<file path="src/rtl/lp_pkg.sv">
package lp_pkg;
  typedef enum logic [1:0] {
    PM_AWAKE   = 2'd0,
    PM_PARTIAL = 2'd1,
    PM_FULL    = 2'd2,
    PM_PSAVE   = 2'd3
  } pm_state_t;
endpackage

</file>
<file path="src/rtl/lp_activity.sv">
// Entry and wake qualification, purely combinational.
module lp_activity (
  input  logic sw_sleep_en,
  input  logic psave_pin,
  input  logic rx_edge,
  input  logic host_access,
  input  logic tx_pending,
  input  logic rx_fifo_empty,
  input  logic tx_fifo_empty,
  input  logic irq_pending,
  input  logic wake_flag,
  input  logic recov_done,
  output logic entry_ok,
  output logic wake_light,
  output logic wake_psave
);
  logic quiet_fifo;
  logic quiet_line;

  assign quiet_fifo = rx_fifo_empty & tx_fifo_empty & ~tx_pending;
  assign quiet_line = ~rx_edge & ~host_access;
  assign entry_ok   = quiet_fifo & quiet_line & ~irq_pending & ~wake_flag & recov_done;
  // host side is fenced off in power-save, so only the line and the pin count
  assign wake_light = rx_edge | host_access | tx_pending | ~sw_sleep_en;
  assign wake_psave = rx_edge | ~psave_pin;
endmodule

</file>
<file path="src/rtl/lp_recover_timer.sv">
// Models charge-pump settling after a deep exit.
module lp_recover_timer #(
  parameter int CYCLES = 5625
) (
  input  logic clk,
  input  logic rst,
  input  logic load,
  output logic done
);
  localparam int W = (CYCLES < 2) ? 1 : $clog2(CYCLES + 1);
  localparam logic [W-1:0] LOAD_VAL = W'(CYCLES);

  logic [W-1:0] cnt_q;
  logic [W-1:0] cnt_d;

  always_comb begin
    if (load)
      cnt_d = LOAD_VAL;
    else if (cnt_q != '0)
      cnt_d = cnt_q - 1'b1;
    else
      cnt_d = cnt_q;
  end

  always_ff @(posedge clk) begin
    if (rst) begin
      cnt_q <= '0;
      done  <= 1'b1;
    end else begin
      cnt_q <= cnt_d;
      done  <= (cnt_d == '0);
    end
  end
endmodule

</file>
<file path="src/rtl/lp_wake_flag.sv">
module lp_wake_flag (
  input  logic clk,
  input  logic rst,
  input  logic set,
  input  logic clr,
  output logic flag
);
  always_ff @(posedge clk) begin
    if (rst)
      flag <= 1'b0;
    else if (set)
      flag <= 1'b1;
    else if (clr)
      flag <= 1'b0;
  end
endmodule

</file>
<file path="src/rtl/lp_power_ctrl.sv">
module lp_power_ctrl #(
  parameter int CLK_MHZ    = 125,
  parameter int RECOVER_US = 45
) (
  input  logic       clk,
  input  logic       rst,
  input  logic       sw_sleep_en,
  input  logic       psave_pin,
  input  logic       pump_off_pin,
  input  logic       rx_edge,
  input  logic       host_access,
  input  logic       tx_pending,
  input  logic       rx_fifo_empty,
  input  logic       tx_fifo_empty,
  input  logic       irq_pending,
  input  logic       isr_read,
  output logic       osc_en,
  output logic       pump_en,
  output logic       bus_iso,
  output logic       wake_irq,
  output logic       ready,
  output logic [1:0] mode
);
  import lp_pkg::*;

  localparam int RECOVER_CYCLES = CLK_MHZ * RECOVER_US;

  pm_state_t st_q, st_d;
  logic      exit_any, exit_deep;
  logic      entry_ok, wake_light, wake_psave, recov_done;

  lp_activity u_act (
    .sw_sleep_en  (sw_sleep_en),
    .psave_pin    (psave_pin),
    .rx_edge      (rx_edge),
    .host_access  (host_access),
    .tx_pending   (tx_pending),
    .rx_fifo_empty(rx_fifo_empty),
    .tx_fifo_empty(tx_fifo_empty),
    .irq_pending  (irq_pending),
    .wake_flag    (wake_irq),
    .recov_done   (recov_done),
    .entry_ok     (entry_ok),
    .wake_light   (wake_light),
    .wake_psave   (wake_psave)
  );

  lp_recover_timer #(.CYCLES(RECOVER_CYCLES)) u_tmr (
    .clk (clk),
    .rst (rst),
    .load(exit_deep),
    .done(recov_done)
  );

  lp_wake_flag u_flag (
    .clk (clk),
    .rst (rst),
    .set (exit_any),
    .clr (isr_read),
    .flag(wake_irq)
  );

  always_comb begin
    st_d      = st_q;
    exit_any  = 1'b0;
    exit_deep = 1'b0;
    unique case (st_q)
      PM_AWAKE: begin
        if (entry_ok) begin
          if (psave_pin)        st_d = PM_PSAVE;
          else if (sw_sleep_en) st_d = PM_PARTIAL;
        end
      end
      PM_PARTIAL: begin
        if (wake_light) begin
          st_d     = PM_AWAKE;
          exit_any = 1'b1;
        end else if (psave_pin) begin
          st_d = PM_PSAVE;
        end else if (pump_off_pin) begin
          st_d = PM_FULL;
        end
      end
      PM_FULL: begin
        if (wake_light) begin
          st_d      = PM_AWAKE;
          exit_any  = 1'b1;
          exit_deep = 1'b1;
        end else if (psave_pin) begin
          st_d = PM_PSAVE;
        end
      end
      PM_PSAVE: begin
        if (wake_psave) begin
          st_d      = PM_AWAKE;
          exit_any  = 1'b1;
          exit_deep = 1'b1;
        end
      end
      default: st_d = PM_AWAKE;
    endcase
  end

  always_ff @(posedge clk) begin
    if (rst) begin
      st_q    <= PM_AWAKE;
      osc_en  <= 1'b1;
      pump_en <= 1'b1;
      bus_iso <= 1'b0;
    end else begin
      st_q    <= st_d;
      osc_en  <= (st_d == PM_AWAKE);
      pump_en <= (st_d == PM_AWAKE) || (st_d == PM_PARTIAL);
      bus_iso <= (st_d == PM_PSAVE);
    end
  end

  assign mode  = st_q;
  assign ready = osc_en & recov_done;
endmodule

</file>
<file path="config.mk">
export PLATFORM = sky130hd
export DESIGN_NAME = lp_power_ctrl
export DESIGN_NICKNAME = d
export VERILOG_FILES = /design/src/rtl/lp_pkg.sv /design/src/rtl/lp_activity.sv /design/src/rtl/lp_recover_timer.sv /design/src/rtl/lp_wake_flag.sv /design/src/rtl/lp_power_ctrl.sv
export SDC_FILE = /design/constraint.sdc
export NUM_CORES = 1
export LEC_CHECK = 0
export BUFFER_PORTS_ARGS = -buffer_cell sky130_fd_sc_hd__buf_4
export CAP_MARGIN = 10
export CORE_MARGIN = 5
export CORE_UTILIZATION = 41
export DETAILED_ROUTE_END_ITERATION = 6
export PLACE_DENSITY_LB_ADDON = 0.05
export SETUP_SLACK_MARGIN = 0.2
export SYNTH_ARGS = -nofsm -noshare
export SYNTH_HDL_FRONTEND = slang
export SYNTH_SLANG_ARGS = --single-unit
</file>
<file path="constraint.sdc">
create_clock -name clk -period 3.2 [get_ports clk]
set_clock_uncertainty 0.2 [all_clocks]
set_input_delay 0.48 -clock clk [delete_from_list [all_inputs] [get_ports clk]]
set_output_delay 0.48 -clock clk [all_outputs]
set_load 0.05 [all_outputs]
</file>
==> run_results.csv <==
group,metric,value,unit
timing,worst_pin_slew,576,ps
timing,setup_viol,0,
layout,final_area,1400,sq um
worst_hold_path,min_path_type,"in -> reg",
die,core_area,2780,sq um
layout,mostFrequentLayoutCells,"20 x dfxtp_1, 20 x buf_4, 14 x nor3_1",
status,status,"finished clean",
logic_synthesis,synth_edf_count,0,
routing,vias,1151,
routing,wl_per_cell,15.1,microns
critical_path,slowest_delay,560,ps
layout,drive_gt1_share,17.7,%
logic_synthesis,synth_simple_gate_area_share,28.5,%
clocking,clock_sinks,20,
power_and_ir_drop,leakage,0.555,nW
placed_design,gp_congestion,0.833,
logic_synthesis,synth_xor_xnor_area_share,2.91,%
run,maxCapViolCount,0,
logic_synthesis,async_flop_share,0,%
logic_synthesis,synth_top_family_by_area,"simple AND/OR/NAND/NOR gates",
clocking,root_buffer,"clkbuf_4",
logic_synthesis,yosys_warnings,0,
timing,whs,259,ps
timing,tns,0,ps
logic_synthesis,syn-cell-area,1200,sq um
critical_path,cp_top_family,"simple AND/OR/NAND/NOR gates",
die,rows,19,
logic_synthesis,ys_seq_elements,20,
critical_path,path_cells,"inv_1 > ha_1 > or3b_1 > nor4_2 > or3_1 > nand3_1 > o41ai_2",
critical_path,worstSetupPathType,"reg -> reg",
grt,grt_max_degree,17,
critical_path,crit_path_max_fanout,9,
layout,nNetsFinal,182,
grt,grt_pass1_wl,4980,microns
routing,first_pass_iters,4,
clocking,postCtsResizedCells,0,
die,dieHeight,64.2,microns
timing,fmax,374,MHz
die,die_x,64.2,microns
routing,antenna_left,0,
clocking,worstSkewPairLatency,310,ps
critical_path,critPathLaunchType,"flip-flop",
die,pin_count,19,
critical_path,crit_path_top_delay_cell,"nor4_2",
power_and_ir_drop,p_per_area,1010,nW/um^2
logic_synthesis,synthDistinctLibCells,48,
placed_design,dp_hpwl,2260,microns
routing,wirelength,2940,microns
logic_synthesis,postSynthAreaPerCell,8.19,sq um
power_and_ir_drop,vdd_drop_max,0.000782,V
clocking,post_cts_buffers,0,
clocking,clk_path_buf_depth,2,
power_and_ir_drop,totalPowerFinal,1.42,mW
logic_synthesis,yosysSeqAreaShare,33.3,%
logic_synthesis,synth_compound_area_share,23.3,%
critical_path,required,3210,ps
logic_synthesis,synth_mux_area_share,0.832,%
layout,area_growth_syn_to_layout,16.4,%
routing,drc,0,
logic_synthesis,yosys.area_share.adder,5.20,%
clocking,cts_inserted_buffers,3,
layout,antenna_cells,0,
logic_synthesis,ys.flop_type,"dfxtp_1",
timing,hold_viol_final,0,
die,dieArea,4120,sq um
critical_path,crit_buf_inv,1,
logic_synthesis,synth_cells,147,
grt,overflow,0,
placed_design,postPlaceCellArea,1370,sq um
die,start_util,43.3,%
clocking,htreeDepth,1,
grt,grt_usage,15.1,%
timing,drv_slew,0,
clocking,hold_buffers,0,
routing,viasPerCell,5.90,
grt,grt_pass1_vias,1033,
logic_synthesis,syn_nets,164,
clocking,path_clk_slew,120,ps
placed_design,io_buffers,18,
routing,dr.first_iter.drc_count,57,
timing,post-route-min-period,2670,ps
critical_path,cp_data_arrival_time,2680,ps
timing,rsz0062_at_grt,"false",
timing,relSlewSlack,61.6,%
clocking,cts_tree,"done",
grt,antenna_found_initial,0,
critical_path,cp-end-kind,"flip-flop",
timing,final.period_utilization,83.5,%
cell families after synthesis:
family                     after synthesis
AOI/OAI and AO/OA                       40
xor gates and xnor gates                 4
adders and majority gates                5
buffers and inverters                   19
DFF                                     20
muxes                                    1
and+or+nand+nor                         58
cell type report:
type	count	area, sq um
clock buffers	4	36.3
fillers	295	1380
flip-flops and latches	20	400
repair buffers	20	150
well taps	31	38.8
multi-input cells	108	731
inverters	12	45.0
cell usage after synthesis (all sizes together) (5+ instances only):
cell type	instances	area share (%)
clkbuf	6	1.9
nand2	5	1.6
nor4	5	4.4
a21oi	9	3.7
nor2	12	3.7
ha	5	5.2
dfxtp	20	33
inv	12	3.7
nor3	14	5.8
a31oi	5	2.6
o31ai	5	3.1
metrics by stage:
stage	util, %	instances	setup WS, ps
global route	50.4	195	343
global placement	49.1	191	538
detailed placement	49.1	191	474
CTS	50.4	195	544
floorplan	-	147	731
finish	50.4	195	529
flip-flops by register name, summed over array words and instances (netlist names):
register / count
u_tmr.done: 1
osc_en: 1
bus_iso: 1
mode: 2
u_tmr.cnt_q: 13
u_flag.flag: 1
pump_en: 1
layer usage:
layer	wire, microns	GRT usage, %	share of wire [%]	up-vias
met5	0	0	0	-
li1	-	-	-	585
met2	1240	21.2	42	28
met4	34	5.09	1.2	0
met1	1520	22.4	52	534
met3	152	3.33	5.2	4
power by group:
group,leakage (nW),total [mW],switching (mW),internal [mW]
Combinational,0.370,0.810,0.470,0.341
Clock,0.0210,0.150,0.0807,0.0695
Sequential,0.164,0.456,0.125,0.331
Total,0.555,1.42,0.676,0.741
worst paths after layout:
path                                 startpoint              end  slack [ps]  cells after the start
worst max-delay path             u_tmr.cnt_q[0]       u_tmr.done         530                      7
worst min register to register  u_tmr.cnt_q[12]  u_tmr.cnt_q[12]         310                      2
worst max register to register   u_tmr.cnt_q[0]       u_tmr.done         530                      7
worst min-delay path                        rst   u_tmr.cnt_q[0]         260                      2
Power figures use the tool's default switching activity.
